==> src/rtl/slot_seq_pkg.sv <==
package slot_seq_pkg;

  typedef enum logic [1:0] {
    PH_FETCH = 2'd0,
    PH_LOAD  = 2'd1,
    PH_ISSUE = 2'd2
  } seq_phase_e;

endpackage

==> src/rtl/ss_slot_unpack.sv <==
module ss_slot_unpack #(
  parameter int WORD_W  = 18,
  parameter int OP_W    = 5,
  parameter int SHORT_W = 3,
  parameter int SLOT_N  = 4
) (
  input  logic [WORD_W-1:0]            word,
  output logic [SLOT_N-1:0][OP_W-1:0]  ops
);
  localparam int PAD_W = OP_W - SHORT_W;

  // Wide slots from the top of the word, the narrow slot at the bottom.
  for (genvar i = 0; i < SLOT_N; i++) begin : g_slot
    if (i < SLOT_N - 1) begin : g_wide
      assign ops[i] = word[WORD_W-1-i*OP_W -: OP_W];
    end else begin : g_short
      assign ops[i] = {word[SHORT_W-1:0], {PAD_W{1'b0}}};
    end
  end
endmodule

==> src/rtl/ss_fetch_addr.sv <==
module ss_fetch_addr #(
  parameter int                REGION_AW  = 9,
  parameter logic [REGION_AW:0] RESET_ADDR = 10'h200
) (
  input  logic                 clk,
  input  logic                 rst_n,
  input  logic                 load_ev,
  input  logic                 jump_ev,
  input  logic [REGION_AW:0]   target,
  output logic [REGION_AW:0]   pc
);
  // Advance inside the region; the region bit is never touched.
  function automatic logic [REGION_AW:0] region_step(input logic [REGION_AW:0] a);
    return {a[REGION_AW], a[REGION_AW-1:0] + REGION_AW'(1)};
  endfunction

  always_ff @(posedge clk) begin
    if (!rst_n)        pc <= RESET_ADDR;
    else if (jump_ev)  pc <= target;
    else if (load_ev)  pc <= region_step(pc);
  end
endmodule

==> src/rtl/ss_issue_ctl.sv <==
module ss_issue_ctl
  import slot_seq_pkg::*;
#(
  parameter int              WORD_W  = 18,
  parameter int              OP_W    = 5,
  parameter int              SLOT_N  = 4,
  parameter logic [OP_W-1:0] LOOP_OP = 5'b00100
) (
  input  logic                        clk,
  input  logic                        rst_n,
  input  logic [WORD_W-1:0]           mem_rdata,
  input  logic                        exe_ready,
  input  logic                        br_take,
  input  logic                        lp_nz,
  input  logic [OP_W-1:0]             cur_op,
  output logic [WORD_W-1:0]           buf_word,
  output logic [$clog2(SLOT_N)-1:0]   slot_q,
  output logic                        mem_rd,
  output logic                        op_valid,
  output logic                        load_ev,
  output logic                        jump_ev,
  output logic                        loop_ev,
  output logic                        end_ev
);
  localparam int                SLOT_W = $clog2(SLOT_N);
  localparam logic [SLOT_W-1:0] LAST   = SLOT_W'(SLOT_N - 1);

  seq_phase_e ph_q;
  logic       fire;
  logic       is_loop;

  assign fire     = (ph_q == PH_ISSUE) && exe_ready;
  assign is_loop  = (cur_op == LOOP_OP) && lp_nz;
  assign jump_ev  = fire && br_take;
  assign loop_ev  = fire && !br_take && is_loop;
  assign end_ev   = fire && !br_take && !is_loop && (slot_q == LAST);
  assign load_ev  = (ph_q == PH_LOAD);
  assign mem_rd   = (ph_q == PH_FETCH);
  assign op_valid = (ph_q == PH_ISSUE);

  always_ff @(posedge clk) begin
    if (!rst_n) begin
      ph_q     <= PH_FETCH;
      slot_q   <= '0;
      buf_word <= '0;
    end else begin
      unique case (ph_q)
        PH_FETCH: ph_q <= PH_LOAD;
        PH_LOAD: begin
          buf_word <= mem_rdata;
          slot_q   <= '0;
          ph_q     <= PH_ISSUE;
        end
        PH_ISSUE: begin
          if (jump_ev || end_ev) ph_q   <= PH_FETCH;
          else if (loop_ev)      slot_q <= '0;
          else if (fire)         slot_q <= slot_q + SLOT_W'(1);
        end
        default: ph_q <= PH_FETCH;
      endcase
    end
  end
endmodule

==> src/rtl/slot_seq.sv <==
module slot_seq #(
  parameter int                 WORD_W     = 18,
  parameter int                 OP_W       = 5,
  parameter int                 SHORT_W    = 3,
  parameter int                 SLOT_N     = 4,
  parameter int                 REGION_AW  = 9,
  parameter logic [REGION_AW:0] RESET_ADDR = 10'h200,
  parameter logic [OP_W-1:0]    LOOP_OP    = 5'b00100
) (
  input  logic                       clk,
  input  logic                       rst_n,
  output logic                       mem_rd,
  output logic [REGION_AW:0]         mem_addr,
  input  logic [WORD_W-1:0]          mem_rdata,
  input  logic                       exe_ready,
  input  logic                       br_take,
  input  logic [REGION_AW:0]         br_target,
  input  logic                       lp_nz,
  output logic                       op_valid,
  output logic [OP_W-1:0]            op,
  output logic [$clog2(SLOT_N)-1:0]  slot
);
  logic [WORD_W-1:0]           buf_word;
  logic [SLOT_N-1:0][OP_W-1:0] ops;
  logic                        load_ev, jump_ev, loop_ev, end_ev;

  ss_slot_unpack #(
    .WORD_W(WORD_W), .OP_W(OP_W), .SHORT_W(SHORT_W), .SLOT_N(SLOT_N)
  ) u_unpack (
    .word (buf_word),
    .ops  (ops)
  );

  assign op = ops[slot];

  ss_issue_ctl #(
    .WORD_W(WORD_W), .OP_W(OP_W), .SLOT_N(SLOT_N), .LOOP_OP(LOOP_OP)
  ) u_ctl (
    .clk       (clk),
    .rst_n     (rst_n),
    .mem_rdata (mem_rdata),
    .exe_ready (exe_ready),
    .br_take   (br_take),
    .lp_nz     (lp_nz),
    .cur_op    (op),
    .buf_word  (buf_word),
    .slot_q    (slot),
    .mem_rd    (mem_rd),
    .op_valid  (op_valid),
    .load_ev   (load_ev),
    .jump_ev   (jump_ev),
    .loop_ev   (loop_ev),
    .end_ev    (end_ev)
  );

  ss_fetch_addr #(
    .REGION_AW(REGION_AW), .RESET_ADDR(RESET_ADDR)
  ) u_pc (
    .clk     (clk),
    .rst_n   (rst_n),
    .load_ev (load_ev),
    .jump_ev (jump_ev),
    .target  (br_target),
    .pc      (mem_addr)
  );
endmodule

==> config.mk <==
export PLATFORM = sky130hd
export DESIGN_NAME = slot_seq
export DESIGN_NICKNAME = d
export VERILOG_FILES = /design/src/rtl/slot_seq_pkg.sv /design/src/rtl/ss_slot_unpack.sv /design/src/rtl/ss_fetch_addr.sv /design/src/rtl/ss_issue_ctl.sv /design/src/rtl/slot_seq.sv
export SDC_FILE = /design/constraint.sdc
export NUM_CORES = 1
export LEC_CHECK = 0
export ABC_AREA = 0
export BUFFER_PORTS_ARGS = -buffer_cell sky130_fd_sc_hd__buf_2
export CAP_MARGIN = 20
export CELL_PAD_IN_SITES_DETAIL_PLACEMENT = 1
export CELL_PAD_IN_SITES_GLOBAL_PLACEMENT = 1
export CORE_ASPECT_RATIO = 1.75
export CORE_UTILIZATION = 37
export CTS_BUF_LIST = sky130_fd_sc_hd__clkbuf_2 sky130_fd_sc_hd__clkbuf_4 sky130_fd_sc_hd__clkbuf_8
export DETAILED_ROUTE_END_ITERATION = 10
export PLACE_DENSITY = 0.77
export RECOVER_POWER = 100
export SLEW_MARGIN = 20
export SYNTH_ARGS = -nofsm -noshare
export SYNTH_HDL_FRONTEND = slang
export SYNTH_HIERARCHICAL = 1
export SYNTH_SLANG_ARGS = --single-unit
==> constraint.sdc <==
create_clock -name clk -period 2.3 [get_ports clk]
set_clock_uncertainty 0.2 [all_clocks]
set_input_delay 0.345 -clock clk [delete_from_list [all_inputs] [get_ports clk]]
set_output_delay 0.345 -clock clk [all_outputs]
set_load 0.03 [all_outputs]
==> flow_metrics.tcl <==
set metrics [dict create \
    h-tree-depth 2 \
    total_power_w 0.00174 \
    cap_violations 0 \
    power.internal_w 0.00121 \
    syn_area_per_cell_um2 9.79 \
    max_freq_mhz 446 \
    num_vias 1482 \
    fin_nets 263 \
    seqPwrFrac_pct 38.6 \
    gp_congestion 0.767 \
    max_slew_margin_pct 61.1 \
    avgRoutedWirePerCell_um 15.7 \
    holdPathStages 3 \
    min_path_type "input pin to flop" \
    initial_core_util_pct 39.0 \
    antenna_found_initial 0 \
    cts_tree "done" \
    cts.sinks 32 \
    setup_slack_ns 0.0563 \
    outcome "complete, no violations" \
    grt_pass1_vias 1549 \
    clkTransAtPathRegs_ns 0.07 \
    p_leak_nw 0.890 \
    rows 33 \
    start_kind "flop" \
    p_switching_w 0.000535 \
    powerDensity_nw_per_um2 810 \
    grt_max_degree 26 \
    grt_remaining_overflow 0 \
    routed_via_density 5.33 \
    drc 0 \
    drt_first_pass_iters 4 \
    path_class "flop to flop" \
    core_area_um2 4750 \
    hpwl_mm 3.32 \
    num_io_pins 52 \
    dp_slack_ns -0.0103 \
    max-clock-path-buffers 2 \
    root_buffer "clkbuf_8" \
    rsz0062_at_grt "true" \
    vdd_drop_max_mv 0.470 \
    critPathMaxFanout 6 \
    fin_util_pct 45.3 \
    area_delta_synth_final_pct 16.4 \
    min_period_ns 2.24 \
    p_sw_share_pct 30.7 \
    setup_viol 0 \
    ys_warn_count 6 \
    finalHoldViolations 0 \
    clk_latency_ns 0.28 \
    dieArea_um2 5300 \
    drt-total-wl_mm 4.37 \
    grt_pass1_wl_mm 6.97 \
    clockPowerShare_pct 34.0 \
    n_antenna_cell 0 \
    portBuffers 51 \
    endpoint_kind "flop" \
    final_antenna_net_count 0 \
    period_share_pct 97.6 \
    worst_pin_slew_ns 0.584 \
    crit_arrival_ns 2.25 \
    p_comb_share_pct 27.4 \
    synth_cells 189 \
    die_x_um 55.5 \
    maxSlewViolCount 0 \
    required_ns 2.31 \
    reg2regPathDepth 4 \
    grt_usage_pct 17.0 \
    syn_area_um2 1850 \
    first_iter_violations 50 \
    drive_above_1_share_pct 27.9 \
    cts_buffers 5 \
    fp.dieH_um 95.6 \
]
power groups by stage:
stage / clock (W) / sequential (W) / combinational, W
2_1_floorplan: 0 / 0.000700 / 0.000384
5_1_grt: 0.000633 / 0.000685 / 0.000520
4_1_cts: 0.000611 / 0.000675 / 0.000484
6_report: 0.000594 / 0.000674 / 0.000477
3_5_place_dp: 0 / 0.000688 / 0.000480
3_3_place_gp: 0 / 0.000684 / 0.000463
metrics by stage:
stage	hold slack, ns	area [um^2]	TNS, ns	std cells
finish	0.0741	2150	0	278
global route	0.0789	2150	-0.0246	278
CTS	0.0696	2150	0	277
detailed placement	0.257	2020	-0.0103	269
global placement	0.254	2020	0	269
floorplan	0.255	1860	-0.524	190
cells in the final DEF, fill, tap and decap left out, types with 3 or more instances in the layout:
master,instances
buf_2,37
dfxtp_1,31
mux2i_1,22
nor2b_1,18
clkbuf_1,14
o21ai_0,10
nand3_1,8
nand2_1,8
clkbuf_8,7
buf_4,7
o211ai_1,6
mux4_2,5
ha_1,5
inv_1,4
and3_1,3
nand3b_1,3
registers in the layout, summed over array words and instances, names as in the netlist:
register	flops
u_ctl/buf_word	18
u_pc/pc	10
u_ctl/slot_q	2
u_ctl/ph_q	2
worst paths after layout:
| kind | start | to | slack (ns) |
|---|---|---|---|
| worst max register to register | u_ctl/slot_q[0] | u_ctl/ph_q[0] | 0.06 |
| worst min register to register | u_pc/pc[9] | u_pc/pc[9] | 0.27 |
| worst min-delay path | br_target[9] | u_pc/pc[9] | 0.07 |
| worst max-delay path | u_ctl/slot_q[0] | u_ctl/ph_q[0] | 0.06 |
worst max-delay path, cell delays in order, from the launching register on:
cell and delay [ns]:
dfxtp_4 0.40, mux4_2 0.52, or4b_4 0.60, o221ai_4 0.21
mux2i_1 0.23
metal layers:
metal / global-route usage [%] / wire length (um)
met3: 3.93 / 199
met4: 7.50 / 61
met5: 0 / 0
met2: 34.1 / 2500
met1: 15.9 / 1610
cell type report:
class / instances / area, um^2
fill: 580 / 2590
multi-input combinational: 124 / 1010
sequential: 32 / 644
timing repair buffer: 58 / 290
clock buffer: 7 / 96.3
tap: 52 / 65.1
clock inverter: 1 / 30.0
inverter: 4 / 15.0
repair_timing:
action / 4_1_cts / 5_1_grt
buffers inserted: 0 / 1
endpoints found under the hold margin: 0 / 0
hold buffers: 0 / 0
pin swaps: 0 / 1
gates resized for setup: 1 / 1
setup endpoints to repair: 1 / 2
Note: power is estimated with default switching activity, not from simulation.
